$ cat config.mk
export PLATFORM = sky130hd
export DESIGN_NAME = bus_cycle_seq
export DESIGN_NICKNAME = d
export VERILOG_FILES = /design/src/rtl/bus_seq_pkg.sv /design/src/rtl/bus_tstate_fsm.sv /design/src/rtl/bus_pin_drive.sv /design/src/rtl/bus_rd_capture.sv /design/src/rtl/bus_cycle_seq.sv
export SDC_FILE = /design/constraint.sdc
export NUM_CORES = 1
export LEC_CHECK = 0
export BUFFER_PORTS_ARGS = -buffer_cell sky130_fd_sc_hd__buf_2
export CORE_ASPECT_RATIO = 1.25
export CORE_MARGIN = 3
export CORE_UTILIZATION = 44
export DETAILED_ROUTE_END_ITERATION = 8
export PLACE_DENSITY = 0.76
export SLEW_MARGIN = 20
export SYNTH_ARGS = -nofsm -noshare
export SYNTH_HDL_FRONTEND = slang
export SYNTH_SLANG_ARGS = --single-unit
$ cat constraint.sdc
create_clock -name clk_i -period 1.6 [get_ports clk_i]
set_input_delay 0.32 -clock clk_i [delete_from_list [all_inputs] [get_ports clk_i]]
set_output_delay 0.32 -clock clk_i [all_outputs]
set_load 0.03 [all_outputs]
$ cat src/rtl/bus_seq_pkg.sv
package bus_seq_pkg;

  typedef enum logic [2:0] {
    CK_OPF  = 3'd0,
    CK_MRD  = 3'd1,
    CK_MWR  = 3'd2,
    CK_IORD = 3'd3,
    CK_IOWR = 3'd4
  } cyc_kind_e;

  typedef enum logic [2:0] {
    TS_IDLE,
    TS_T1,
    TS_T2,
    TS_T3,
    TS_T4
  } tstate_e;

  function automatic logic kind_ok(logic [2:0] k);
    return k <= 3'd4;
  endfunction

  function automatic logic kind_rd(cyc_kind_e k);
    return (k == CK_OPF) || (k == CK_MRD) || (k == CK_IORD);
  endfunction

  function automatic logic kind_io(cyc_kind_e k);
    return (k == CK_IORD) || (k == CK_IOWR);
  endfunction

  // {io_m, s1, s0}
  function automatic logic [2:0] kind_status(cyc_kind_e k);
    case (k)
      CK_OPF:  return 3'b011;
      CK_MRD:  return 3'b010;
      CK_MWR:  return 3'b001;
      CK_IORD: return 3'b110;
      CK_IOWR: return 3'b101;
      default: return 3'b000;
    endcase
  endfunction

endpackage

$ cat src/rtl/bus_tstate_fsm.sv
module bus_tstate_fsm
  import bus_seq_pkg::*;
(
  input  logic    clk_i,
  input  logic    rst_ni,
  input  logic    start_i,
  input  logic    fetch_i,
  output tstate_e state_o
);

  tstate_e state_q, state_d;

  always_comb begin
    state_d = state_q;
    case (state_q)
      TS_IDLE: if (start_i) state_d = TS_T1;
      TS_T1:   state_d = TS_T2;
      TS_T2:   state_d = TS_T3;
      TS_T3:   state_d = fetch_i ? TS_T4 : TS_IDLE;
      TS_T4:   state_d = TS_IDLE;
      default: state_d = TS_IDLE;
    endcase
  end

  always_ff @(posedge clk_i or negedge rst_ni) begin
    if (!rst_ni) state_q <= TS_IDLE;
    else         state_q <= state_d;
  end

  assign state_o = state_q;

endmodule

$ cat src/rtl/bus_pin_drive.sv
module bus_pin_drive
  import bus_seq_pkg::*;
#(
  parameter int DATA_W = 8,
  localparam int ADDR_W = 2 * DATA_W
) (
  input  tstate_e             state_i,
  input  cyc_kind_e           kind_i,
  input  logic [ADDR_W-1:0]   addr_i,
  input  logic [DATA_W-1:0]   wdata_i,
  output logic                busy_o,
  output logic [DATA_W-1:0]   a_hi_o,
  output logic [DATA_W-1:0]   ad_o,
  output logic                ad_oe_o,
  output logic                ale_o,
  output logic                io_m_o,
  output logic                s1_o,
  output logic                s0_o,
  output logic                rd_n_o,
  output logic                wr_n_o
);

  logic rd_kind, io_kind;
  assign rd_kind = kind_rd(kind_i);
  assign io_kind = kind_io(kind_i);

  always_comb begin
    busy_o                = (state_i != TS_IDLE);
    a_hi_o                = '0;
    ad_o                  = '0;
    ad_oe_o               = 1'b0;
    ale_o                 = 1'b0;
    {io_m_o, s1_o, s0_o}  = 3'b000;
    rd_n_o                = 1'b1;
    wr_n_o                = 1'b1;
    if (busy_o) begin
      // port number mirrored onto the upper pins for I/O kinds
      a_hi_o               = io_kind ? addr_i[DATA_W-1:0] : addr_i[ADDR_W-1:DATA_W];
      {io_m_o, s1_o, s0_o} = kind_status(kind_i);
    end
    case (state_i)
      TS_T1: begin
        ale_o   = 1'b1;
        ad_o    = addr_i[DATA_W-1:0];
        ad_oe_o = 1'b1;
      end
      TS_T2, TS_T3: begin
        if (rd_kind) begin
          rd_n_o = 1'b0;
        end else begin
          wr_n_o  = 1'b0;
          ad_o    = wdata_i;
          ad_oe_o = 1'b1;
        end
      end
      default: ;
    endcase
  end

endmodule

$ cat src/rtl/bus_rd_capture.sv
module bus_rd_capture
  import bus_seq_pkg::*;
#(
  parameter int DATA_W = 8
) (
  input  logic              clk_i,
  input  logic              rst_ni,
  input  tstate_e           state_i,
  input  logic              rd_kind_i,
  input  logic [DATA_W-1:0] ad_i,
  output logic [DATA_W-1:0] rdata_o,
  output logic              done_o
);

  always_ff @(posedge clk_i or negedge rst_ni) begin
    if (!rst_ni) begin
      rdata_o <= '0;
      done_o  <= 1'b0;
    end else begin
      done_o <= (state_i == TS_T3);
      if (state_i == TS_T3 && rd_kind_i) rdata_o <= ad_i;
    end
  end

endmodule

$ cat src/rtl/bus_cycle_seq.sv
module bus_cycle_seq
  import bus_seq_pkg::*;
#(
  parameter int DATA_W = 8,
  localparam int ADDR_W = 2 * DATA_W
) (
  input  logic              clk_i,
  input  logic              rst_ni,
  input  logic              req_i,
  input  logic [2:0]        kind_i,
  input  logic [ADDR_W-1:0] addr_i,
  input  logic [DATA_W-1:0] wdata_i,
  input  logic [DATA_W-1:0] ad_i,
  output logic              busy_o,
  output logic              done_o,
  output logic [DATA_W-1:0] rdata_o,
  output logic [DATA_W-1:0] a_hi_o,
  output logic [DATA_W-1:0] ad_o,
  output logic              ad_oe_o,
  output logic              ale_o,
  output logic              io_m_o,
  output logic              s1_o,
  output logic              s0_o,
  output logic              rd_n_o,
  output logic              wr_n_o
);

  tstate_e           state;
  cyc_kind_e         kind_q;
  logic [ADDR_W-1:0] addr_q;
  logic [DATA_W-1:0] wdata_q;
  logic              start;

  assign start = req_i && (state == TS_IDLE) && kind_ok(kind_i);

  always_ff @(posedge clk_i or negedge rst_ni) begin
    if (!rst_ni) begin
      kind_q  <= CK_OPF;
      addr_q  <= '0;
      wdata_q <= '0;
    end else if (start) begin
      kind_q  <= cyc_kind_e'(kind_i);
      addr_q  <= addr_i;
      wdata_q <= wdata_i;
    end
  end

  bus_tstate_fsm i_fsm (
    .clk_i   (clk_i),
    .rst_ni  (rst_ni),
    .start_i (start),
    .fetch_i (kind_q == CK_OPF),
    .state_o (state)
  );

  bus_pin_drive #(.DATA_W(DATA_W)) i_drive (
    .state_i (state),
    .kind_i  (kind_q),
    .addr_i  (addr_q),
    .wdata_i (wdata_q),
    .busy_o  (busy_o),
    .a_hi_o  (a_hi_o),
    .ad_o    (ad_o),
    .ad_oe_o (ad_oe_o),
    .ale_o   (ale_o),
    .io_m_o  (io_m_o),
    .s1_o    (s1_o),
    .s0_o    (s0_o),
    .rd_n_o  (rd_n_o),
    .wr_n_o  (wr_n_o)
  );

  bus_rd_capture #(.DATA_W(DATA_W)) i_cap (
    .clk_i     (clk_i),
    .rst_ni    (rst_ni),
    .state_i   (state),
    .rd_kind_i (kind_rd(kind_q)),
    .ad_i      (ad_i),
    .rdata_o   (rdata_o),
    .done_o    (done_o)
  );

endmodule

* Yosys cells after proc, flatten, opt, wreduce, memory -nomap -nowiden
Cells that the tools add are included.
** Cells by class
- Multiplexer cells :: 17
- Eq/ne operators :: 8
- Order comparisons :: 1
- Reductions and logical operators :: 10
** Operators with widths (count)
- $mux W8 :: 3
- $pmux W8 S2 :: 1
- $pmux W3 S5 :: 1
- $eq A3 B2 Y1 const B :: 4
- $pmux W3 S4 :: 1
- $mux W1 :: 8
- $eq A3 B1 Y1 const B :: 2
- $logic_not A3 Y1 :: 2
- $mux W3 :: 2
- $eq A3 B3 Y1 const B :: 1
- $le A3 B3 Y1 const B :: 1
- $logic_and A1 B1 Y1 :: 3
- $logic_or A1 B1 Y1 :: 3
- $reduce_bool A3 Y1 :: 1
- $ne A2 B1 Y1 const B :: 1
- $pmux W1 S2 :: 1
- $reduce_or A2 Y1 :: 1
** Word-level totals
- Register bits :: 39
- Output and inout bits :: 33
- Input bits :: 38

* Depth between registers and ports, before layout
Gate-level depths: netlist of run 1.
- Depth after elaboration :: 5
- Mapped depth :: 5

* Hierarchy
A second synthesis of run 1 with hierarchy kept.
** Unflattened totals
- Cells, all modules :: 146
- Area, all modules :: 1951.9 um2
** By module, submodules not included
- bus_cycle_seq :: area an instance 1154.9 um2, cells an instance 65, instances 1, sequential area each 675.6 um2
- bus_rd_capture :: area an instance 346.6 um2, cells an instance 20, instances 1, sequential area each 225.2 um2
- bus_pin_drive :: area an instance 344.1 um2, cells an instance 53, instances 1, sequential area each 0.0 um2
- bus_tstate_fsm :: area an instance 106.4 um2, cells an instance 8, instances 1, sequential area each 75.1 um2

* Worst setup path after synthesis of run 1
Ideal clock, no wire load.
- Path kind :: flip-flop to output port
- Start point :: register i_fsm.state_q[1] (netlist: i_fsm.state_o[1])
- End point :: output ad_o[0]
- Buffers on the path :: 0
- Slack :: -0.320 ns
- Cell stages (with the launch flop) :: 3
- Data arrival time :: 1.600 ns
- Cell sequence :: dfrtp_1 > nor3b_2 > a22o_1
** Between the ends
- Word-level cells in the longest chain between the ends :: 3
- Elaborated cells between the ends (all ways) :: 5
- Classes of those cells :: 3 x eq/ne; 1 x mux; 1 x reduce/logical
** Ends and longest elaborated chain
- start: declaration :: line bus_tstate_fsm.sv:11 : tstate_e state_q, state_d;
- start signal: assignment :: line bus_tstate_fsm.sv:27 : else state_q <= state_d;
- $eq A3 B2 Y1 :: line bus_pin_drive.sv:41 : case (state_i)
- $reduce_or A2 Y1 :: line bus_pin_drive.sv:41
- $pmux W8 S2 (*) :: line bus_pin_drive.sv:41
- end: declaration :: line bus_cycle_seq.sv:18 : output logic [DATA_W-1:0] ad_o,
Mark *: on every way between the ends. The rest lies on a longest branch, timed or not.

* Final worst setup path of run 1
- Start point :: register kind_q[1]
- End point :: output a_hi_o[2]
** Between the ends
- Word-level cells in the longest chain between the ends :: 4
- Elaborated cells between the ends (all ways) :: 5
- Classes of those cells :: 2 x eq/ne; 2 x mux; 1 x reduce/logical
** Ends and longest elaborated chain
- start: declaration :: line bus_cycle_seq.sv:29 : cyc_kind_e kind_q;
- start signal: assignment :: line bus_cycle_seq.sv:42 : kind_q <= cyc_kind_e'(kind_i);
- $eq A3 B2 Y1 / $eq A3 B3 Y1 (equally long branches) :: line bus_seq_pkg.sv:28 : return (k == CK_IORD) || (k == CK_IOWR);
- $logic_or A1 B1 Y1 (*) :: line bus_seq_pkg.sv:28
- $mux W8 (*) :: line bus_pin_drive.sv:38 : a_hi_o = io_kind ? addr_i[DATA_W-1:0] : addr_i[ADDR_W-1:DATA_W];
- $mux W8 (*) :: line bus_pin_drive.sv:36 : if (busy_o) begin
- end: declaration :: line bus_cycle_seq.sv:17 : output logic [DATA_W-1:0] a_hi_o,
Marks and branches as above.

==> flow_summary.json, run 1 <==
{
  "outcome": "finished with violations",
  "violations": "setup timing",
  "multi_input_area_um2": 1050,
  "clk_pin_slew_ps": 80,
  "drtPass1Iterations": 4,
  "overflow": 0,
  "maxSlewHeadroom_pct": 84.8,
  "power.total_mw": 8.12,
  "wl_per_cell_um": 17.4,
  "final_nets": 280,
  "vias": 1551,
  "finalWirelength_um": 5180,
  "tightest_slew_ps": 225,
  "drv_cap": 0,
  "ys_ff_latch": 39,
  "hold_path.class": "input port to flop",
  "clock_path_buffers": 2,
  "grt_pass1_wl_um": 7670,
  "start_kind": "flop",
  "critical_path_class": "flop to primary output",
  "seqCellArea_um2": 982,
  "rsz0062_at_grt": "true",
  "drcViolationCount": 0,
  "synth_edf_count": 0,
  "endpoint_kind": "primary output",
  "syn_area_um2": 1890,
  "syn_nets": 180,
  "reg2reg_slack_ps": -130,
  "critPathArrivalTime_ps": 1640,
  "antenna_found_initial": 0,
  "detail-route-antenna-nets": 0,
  "slew_violations": 0,
  "fp.dieH_um": 79.3,
  "finalCritPeriodShare_pct": 122,
  "drive_above_1_share_pct": 76.4,
  "dieWidth_um": 64.7,
  "cts.sinks": 39,
  "cts_tree": "done",
  "cts_buffers": 5,
  "synth_cell_types": 28,
  "yosysSeqAreaShare_pct": 51.6,
  "cp.required_ps": 1280,
  "drt_iter0_drc": 52,
  "finClkSkew_ps": 11.1,
  "place_ws_ps": -101,
  "ir_worst_vdd_v": 0.00117,
  "dp.final_hpwl_um": 3220,
  "grt_max_degree": 40,
  "numPortBuffers": 70,
  "path_max_fanout": 8,
  "clk_latency_ps": 290,
  "fillers": 268,
  "cellLeakagePower_nw": 1.50,
  "setup_violations": 59,
  "dieArea_um2": 5130,
  "core_um2": 4130,
  "netlist.area_leader.share_pct": 51.6,
  "yosys.cell_count.top_type": "dfrtp_1",
  "final.setup.worst_slack_ps": -359,
  "fin_crit_ps": 1960,
  "root_buffer": "clkbuf_8",
  "synthTopCellsByArea": "dfrtp_1, mux2_4, mux2_2",
  "io_pins": 71,
  "ys_top_cells_by_count": "dfrtp_1, mux2_4, mux2_2",
  "cts_max_level": 2,
  "async_reset_ff_share_pct": 100,
  "row_count": 26,
  "place_congestion": 0.770,
  "synthToLayoutAreaGrowth_pct": 63.5,
  "hold_viol_final": 0,
  "yosys_warnings": 0,
  "syn_area_per_cell_um2": 13.3,
  "grtUsageTotal_pct": 19.8,
  "start_util_pct": 45.8,
  "power_density_nw_per_um2": 2620,
  "viasPerCell": 5.20,
  "yosys.area.top_type": "dfrtp_1",
  "diodes": 0,
  "grt_pass1_vias": 1582,
  "synth_ff_type": "dfrtp_1",
  "max_freq_mhz": 510,
  "synth_cells": 142
}
critical path: stages (launching register included):
cell and delay, ps:
dfrtp_2 450, buf_6 130, nor3b_4 170, buf_6 170, o21ai_1 110, a21oi_2 160, buf_6 150
per-layer routing:
metal | vias up | part of all wire [%] | GRT usage, %
li1 | 715 | - | -
met1 | 769 | 39 | 22.7
met2 | 57 | 54 | 34.9
met3 | 10 | 5.4 | 5.94
met4 | 0 | 1.8 | 6.98
met5 | - | 0 | 0
layout make-up:
type                       instances  share of cell area (%)
clock buffer                       7                    2.47
multi-input combinational         91                    34.0
tap                               56                    2.26
sequential                        39                    31.7
inverter                           3                   0.364
timing repair buffer             102                    29.2
flip-flops by register name (all words and copies together) (netlist names):
name,cells
wdata_q,8
i_cap.done_o,1
i_fsm.state_o,3
kind_q,3
addr_q,16
i_cap.rdata_o,8
kinds of logic (layout without fill, tap and decap cells):
family,count (synthesis),count (layout),synth area share [%]
buffers and inverters,12,112,3.30
AO/OA/AOI/OAI,29,29,9.52
XOR/XNOR,1,1,0.463
flip-flops,39,39,51.6
multiplexers,35,35,24.8
AND/OR/NAND/NOR,26,26,10.4
power by group:
group          switching (mW)  internal, mW  total [mW]
clock network           0.318         0.300       0.618
logic                    2.68          2.87        5.55
registers               0.454          1.50        1.95
placed cells by master (no fill, tap or decap), types with 6 or more instances in the layout:
cell type,netlist,final
buf_2,2,46
nand3_1,8,8
o21ai_2,0,7
dfrtp_1,39,34
buf_12,0,6
a22o_4,0,7
mux2_4,20,21
buf_6,2,35
buf_4,0,11
a21oi_2,0,8
mux2_2,13,13
what timing repair did:
action,4_1_cts,5_1_grt
hold buffers,1,0
setup endpoints to repair,24,59
gates cloned,1,3
setup buffers,10,4
hold endpoints to repair,10,0
resized for setup,70,24
pin swaps,4,10
final timing paths:
| kind | from | end | cells past startpoint |
|---|---|---|---|
| max | kind_q[1] | a_hi_o[2] | 6 |
| max in group asynchronous | rst_ni | i_fsm.state_o[1] | 3 |
| max reg2reg | i_fsm.state_o[2] | i_cap.rdata_o[2] | 6 |
| min in group asynchronous | rst_ni | addr_q[11] | 3 |
| min | ad_i[4] | i_cap.rdata_o[4] | 2 |
| min reg2reg | i_cap.rdata_o[4] | i_cap.rdata_o[4] | 1 |
stage by stage:
stage / util [%] / setup TNS [ps] / instances / hold slack [ps] / area [um^2]
CTS: 71.3 / -6550 / 293 / 242 / 2950
detailed placement: 62.0 / -953 / 275 / 303 / 2560
global route: 74.9 / -12610 / 298 / 247 / 3090
finish: 74.9 / -9370 / 298 / 252 / 3090
global placement: 62.0 / -736 / 275 / 304 / 2560
floorplan: - / -640 / 142 / 24.4 / 2020
Power figures use the tool's default switching activity.
==> run 2: changes to the inputs <==
--- a/config.mk
+++ b/config.mk
@@ -10,8 +10,9 @@
 export CORE_MARGIN = 3
 export CORE_UTILIZATION = 44
 export DETAILED_ROUTE_END_ITERATION = 8
-export PLACE_DENSITY = 0.76
+export PLACE_DENSITY = 0.75
 export SLEW_MARGIN = 20
 export SYNTH_ARGS = -nofsm -noshare
 export SYNTH_HDL_FRONTEND = slang
+export SYNTH_HIERARCHICAL = 1
 export SYNTH_SLANG_ARGS = --single-unit
==> run 2 against run 1 <==
Net effect: the flow still finishes with violations (setup timing); global-route usage grew 2.1 points; first-iteration DRC count increased by 12%; power grew 5.2%; combinational power rose by 3.8%; synthesized cell count is 2.8% higher; largest power group unchanged; register-to-register slack worse by 50 ps; final area is 4.7% higher; largest cell class unchanged; sequential share of layout area decreased by 1.4 points; clock power is 32% higher; via count rose by 6.3%; utilization is 2.3 points higher; clock skew is 5.2 ps lower.
==> flow_summary.json, run 2 <==
{
  "setup_violations": 52,
  "intPower_mw": 4.91,
  "async_reset_ff_share_pct": 100,
  "fin_crit_ps": 1920,
  "cts_max_level": 2,
  "numPortBuffers": 70,
  "tns_ps": -10370,
  "ir_worst_vdd_v": 0.00149,
  "fin_util_pct": 77.2,
  "critPathSlowestCell": "dfrtp_1",
  "hold_path.class": "input port to flop",
  "synth_cell_types": 31,
  "critPathArrivalTime_ps": 1600,
  "core_um2": 4200,
  "grtUsageTotal_pct": 21.9,
  "final_nets": 290,
  "dieWidth_um": 65.6,
  "crit_buf_inv": 2,
  "path_max_fanout": 5,
  "pwr-share-clk_pct": 9.5,
  "finalWirelength_um": 5830,
  "yosys.cell_count.top_type": "dfrtp_1",
  "viasPerCell": 5.32,
  "synthToLayoutAreaGrowth_pct": 65.9,
  "grt_pass1_vias": 1806,
  "cp.required_ps": 1280,
  "root_buffer": "clkbuf_8",
  "syn_area_per_cell_um2": 13.4,
  "start_kind": "flop",
  "maxSlewHeadroom_pct": 72.7,
  "yosysSeqAreaShare_pct": 50.0,
  "critical_path_class": "flop to primary output",
  "largest_register_ffs": 16,
  "final.setup.worst_slack_ps": -324,
  "violations": "setup timing",
  "outcome": "finished with violations",
  "wl_per_cell_um": 18.8,
  "cts_buffers": 5,
  "grt_max_degree": 24,
  "fp.dieH_um": 80.5,
  "wl_met1_um": 2200,
  "synth_edf_count": 0,
  "drt_iter0_drc": 58,
  "p_sw_share_pct": 42.5,
  "finalCritPeriodShare_pct": 120,
  "synthTopCellsByArea": "dfrtp_1, mux2_4, mux2_2",
  "drcViolationCount": 0,
  "row_count": 26,
  "p_sw_mw": 3.63,
  "rsz0062_at_grt": "true",
  "ys_ff_latch": 39,
  "clk_pin_slew_ps": 80,
  "yosys_warnings": 6,
  "min_from": "wdata_i[1]",
  "drv_cap": 0,
  "tightest_slew_ps": 409,
  "dp.final_hpwl_um": 3360,
  "multi_input_area_um2": 1120,
  "dp_cells": 286,
  "seqPwrFrac_pct": 23.0,
  "start_util_pct": 46.5,
  "grt_pass1_wl_um": 8690,
  "dieArea_um2": 5280,
  "ys_top_cells_by_count": "dfrtp_1, mux2_4, mux2_2",
  "clock_path_buffers": 2,
  "finClkSkew_ps": 5.89,
  "clk_latency_ps": 290,
  "drive_above_1_share_pct": 77.1,
  "crit_chain": "nor2b_4 > o21a_4 > clkbuf_16 > a22o_2 > buf_6",
  "cpPeakStageDelay_ps": 430,
  "wl_met3_um": 304,
  "layout_commonest_cell": "buf_2",
  "netlist.area_leader.share_pct": 50.0,
  "reg2reg_slack_ps": -180,
  "crit_start": "kind_q[1]",
  "vias": 1648,
  "syn_area_um2": 1950,
  "io_pins": 71,
  "drtPass1Iterations": 4,
  "regMostFlops": "addr_q",
  "endpoint_kind": "primary output",
  "yosys.area.top_type": "dfrtp_1",
  "syn_nets": 184,
  "antenna_found_initial": 0,
  "critPathTopFamily": "compound AO/OA/AOI/OAI gates",
  "dr_wl_met2_um": 3140,
  "cts.sinks": 39,
  "final_cell_mix": "buf_2, buf_6, dfrtp_1",
  "fillers": 236,
  "overflow": 0,
  "combPwrFrac_pct": 67.4,
  "power.total_mw": 8.55,
  "synth_cells": 146,
  "slew_violations": 0,
  "cts_tree": "done",
  "reg.largest.list": "addr_q x16, i_cap/rdata_o x8, wdata_q x8",
  "fin_cells": 310,
  "detail-route-antenna-nets": 0,
  "cellLeakagePower_nw": 1.54,
  "r2r_start": "i_fsm/state_o[0]",
  "top_layer": "met4",
  "synth_ff_type": "dfrtp_1",
  "hold_viol_final": 0,
  "power_density_nw_per_um2": 2640,
  "place_congestion": 0.788,
  "max_freq_mhz": 520,
  "seqCellArea_um2": 982
}
[run 2: cell types whose count changed after synthesis, sizes merged, moves of 2 or more]
cell,before,now
buf,4,6
mux2,35,33
clkbuf,5,1
nor2,2,4
[run 2: cell type report]
type / instances / share of cell area (%)
Antenna cell: 1 / 0.0773
Clock buffer: 6 / 2.24
Clock inverter: 2 / 1.16
Inverter: 4 / 0.464
Multi-Input combinational cell: 96 / 34.5
Sequential cell: 39 / 30.3
Tap cell: 56 / 2.16
Timing Repair Buffer: 106 / 29.1
[run 2: power groups by stage]
stage	logic [mW]	registers [mW]	clock network [mW]
finish	5.76	1.97	0.816
global placement	4.11	1.86	0
CTS	5.14	1.89	0.830
detailed placement	4.15	1.89	0
global route	6.01	2.04	0.880
floorplan	2.75	2.09	0
[run 2: cell families after synthesis]
kind of cell	share of synthesized area, %
AO/OA/AOI/OAI	10.1
XOR/XNOR	0.449
buffers and inverters	5.51
flip-flops	50.0
multiplexers	22.3
AND/OR/NAND/NOR	11.6
[run 2: per-stage QoR]
| step | area (um^2) | setup slack [ps] | hold slack, ps |
|---|---|---|---|
| floorplan | 2040 | -118 | 24.4 |
| global route | 3240 | -380 | 245 |
| finish | 3240 | -324 | 253 |
| detailed placement | 2590 | -67.2 | 265 |
| global placement | 2590 | -58.0 | 261 |
| CTS | 3010 | -298 | 246 |
[run 2: path summary, 6_finish.rpt]
path / to / cells after the start
max in group asynchronous: i_fsm/state_o[1] / 3
max: ad_o[3] / 5
min reg2reg: i_cap/rdata_o[1] / 1
min: wdata_q[1] / 2
min in group asynchronous: addr_q[8] / 2
max reg2reg: addr_q[13] / 5
[run 2: repair_timing]
item / 4_1_cts / 5_1_grt
hold endpoints to repair: 16 / 0
pin swaps: 14 / 11
gates cloned: 2 / 2
setup buffers: 6 / 5
endpoints found under the setup margin: 25 / 60
hold buffers: 1 / 0
resized for setup: 78 / 34
[run 2: per-layer routing]
metal	track usage, %	vias up
met5	0	-
li1	-	754
met4	10.6	0
met3	5.87	22
met1	24.2	806
met2	38.4	66
==> run 3: changes to the inputs <==
--- a/config.mk
+++ b/config.mk
@@ -5,12 +5,10 @@
 export SDC_FILE = /design/constraint.sdc
 export NUM_CORES = 1
 export LEC_CHECK = 0
-export BUFFER_PORTS_ARGS = -buffer_cell sky130_fd_sc_hd__buf_2
 export CORE_ASPECT_RATIO = 1.25
-export CORE_MARGIN = 3
-export CORE_UTILIZATION = 44
+export CORE_UTILIZATION = 30
 export DETAILED_ROUTE_END_ITERATION = 8
-export PLACE_DENSITY = 0.75
+export DONT_BUFFER_PORTS = 1
 export SLEW_MARGIN = 20
 export SYNTH_ARGS = -nofsm -noshare
 export SYNTH_HDL_FRONTEND = slang
==> run 3 against run 2 <==
Net effect: the run still ends with setup timing left; first-iteration DRC count shrank 40%; clock-buffer cell count stayed put; die area increased by 30%; flip-flop and latch count stayed put; clock power down 19%; power is 13% lower; sequential power up 10%; worst setup slack better by 61 ps; worst hold slack got worse by 82 ps; non-clock buffer count shrank 61; largest power group unchanged.
==> flow_summary.json, run 3 (synthesis gave the netlist of run 2 again) <==
{
  "outcome": "finished with violations",
  "violations": "setup timing",
  "finalCritPeriodShare_pct": 116,
  "dpl_cell_area_um2": 2320,
  "root_buffer": "clkbuf_8",
  "ir_worst_vdd_v": 0.00136,
  "regMostFlops": "addr_q",
  "drive_above_1_share_pct": 66.1,
  "largest_register_ffs": 16,
  "fin_util_pct": 44.8,
  "cts_buffers": 5,
  "cts_max_level": 2,
  "finClkSkew_ps": 7.08,
  "rr_endpoint": "wdata_q[4]",
  "hold_slack_ps": 171,
  "max_freq_mhz": 537,
  "final_cell_mix": "dfrtp_1, mux2_4, buf_6",
  "drcViolationCount": 0,
  "place_congestion": 0.788,
  "final_nets": 230,
  "drt_iter0_drc": 35,
  "vias": 1348,
  "dieArea_um2": 6830,
  "cts.sinks": 39,
  "io_pins": 71,
  "whs_path_depth": 2,
  "power_density_nw_per_um2": 2660,
  "fin_crit_ps": 1860,
  "reg2reg_slack_ps": -110,
  "r2r_start": "i_fsm/state_o[1]",
  "rsz0062_at_grt": "true",
  "critical_path_class": "flop to primary output",
  "slew_violations": 0,
  "start_util_pct": 31.3,
  "diodes": 0,
  "critPathArrivalTime_ps": 1540,
  "clock_path_buffers": 2,
  "clk_pin_slew_ps": 70,
  "clk_latency_ps": 290,
  "path_max_fanout": 7,
  "layout_commonest_cell": "dfrtp_1",
  "start_kind": "flop",
  "grtUsageTotal_pct": 15.1,
  "grt_max_degree": 40,
  "cellLeakagePower_nw": 1.26,
  "grt_pass1_vias": 1468,
  "place_ws_ps": -99.9,
  "fp.dieH_um": 92.2,
  "finalWirelength_um": 4800,
  "final_area_um2": 2800,
  "dp_cells": 254,
  "final.setup.worst_slack_ps": -262,
  "viasPerCell": 4.87,
  "setup_violations": 50,
  "dp.final_hpwl_um": 3330,
  "detail-route-antenna-nets": 0,
  "overflow": 0,
  "hold_viol_final": 0,
  "hold_path.class": "input port to flop",
  "synthToLayoutAreaGrowth_pct": 43.4,
  "tightest_slew_ps": 308,
  "dieWidth_um": 74.1,
  "min_from": "kind_i[2]",
  "cts_tree": "done",
  "endpoint_kind": "primary output",
  "core_um2": 6250,
  "reg2reg_depth": 5,
  "row_count": 32,
  "drtPass1Iterations": 4,
  "drv_cap": 0,
  "antenna_found_initial": 0,
  "maxSlewHeadroom_pct": 79.5,
  "cp.required_ps": 1280,
  "wl_per_cell_um": 17.3,
  "fin_cells": 277,
  "reg.largest.list": "addr_q x16, i_cap/rdata_o x8, wdata_q x8",
  "grt_pass1_wl_um": 7510,
  "numPortBuffers": 0,
  "tns_ps": -7080,
  "power.total_mw": 7.43,
  "hold_end": "kind_q[2]"
}
## run 3: cell count changes in the layout (fill, tap and decap cells not counted), moves of 5 or more
cell	previous run	this run
buf_2	47	0
buf_4	13	18
buf_6	36	20
o21ai_0	1	6
## run 3: area by class of cell
class | count | area [um^2]
flip-flops and latches | 39 | 982
repair buffers | 45 | 495
clock inverters | 1 | 5.00
clock buffers | 6 | 82.6
well taps | 85 | 106
inverters | 4 | 17.5
fillers | 605 | 3450
multi-input cells | 97 | 1110
## run 3: worst max-delay path by stage
| stage | from | cells past startpoint | to |
|---|---|---|---|
| after floorplan | i_fsm/state_o[1] | 2 | ad_o[0] |
| after global placement | kind_q[1] | 4 | a_hi_o[0] |
| after detailed placement | kind_q[1] | 4 | a_hi_o[5] |
| after CTS | kind_q[0] | 5 | a_hi_o[5] |
| after global routing | kind_q[1] | 5 | a_hi_o[2] |
| final | kind_q[0] | 4 | a_hi_o[5] |
## run 3: layer usage
metal / share of wire, % / up-vias / global-route usage, %
met4: 1.2 / 0 / 4.81
met5: 0 / - / 0
li1: - / 626 / -
met2: 48 / 56 / 23.3
met1: 42 / 660 / 19.1
met3: 8.8 / 6 / 6.26
## run 3: report_power, final
group	switching, mW	internal, mW	total [mW]
combinational	2.28	2.32	4.60
clock	0.321	0.338	0.659
sequential	0.676	1.49	2.17
total	3.28	4.15	7.43
## run 3: critical path: stages, from the launching register on
cell,delay (ps)
dfrtp_2,460
or3b_4,450
nand3_1,120
a21oi_2,80
buf_6,140
## run 3: repair_timing
item | in CTS | in global routing
endpoints found under the hold margin | 39 | 0
hold buffers | 2 | 0
resized for setup | 43 | 18
setup buffers | 9 | 3
pin swaps | 12 | 14
endpoints found under the setup margin | 24 | 50
cloned | 2 | 2
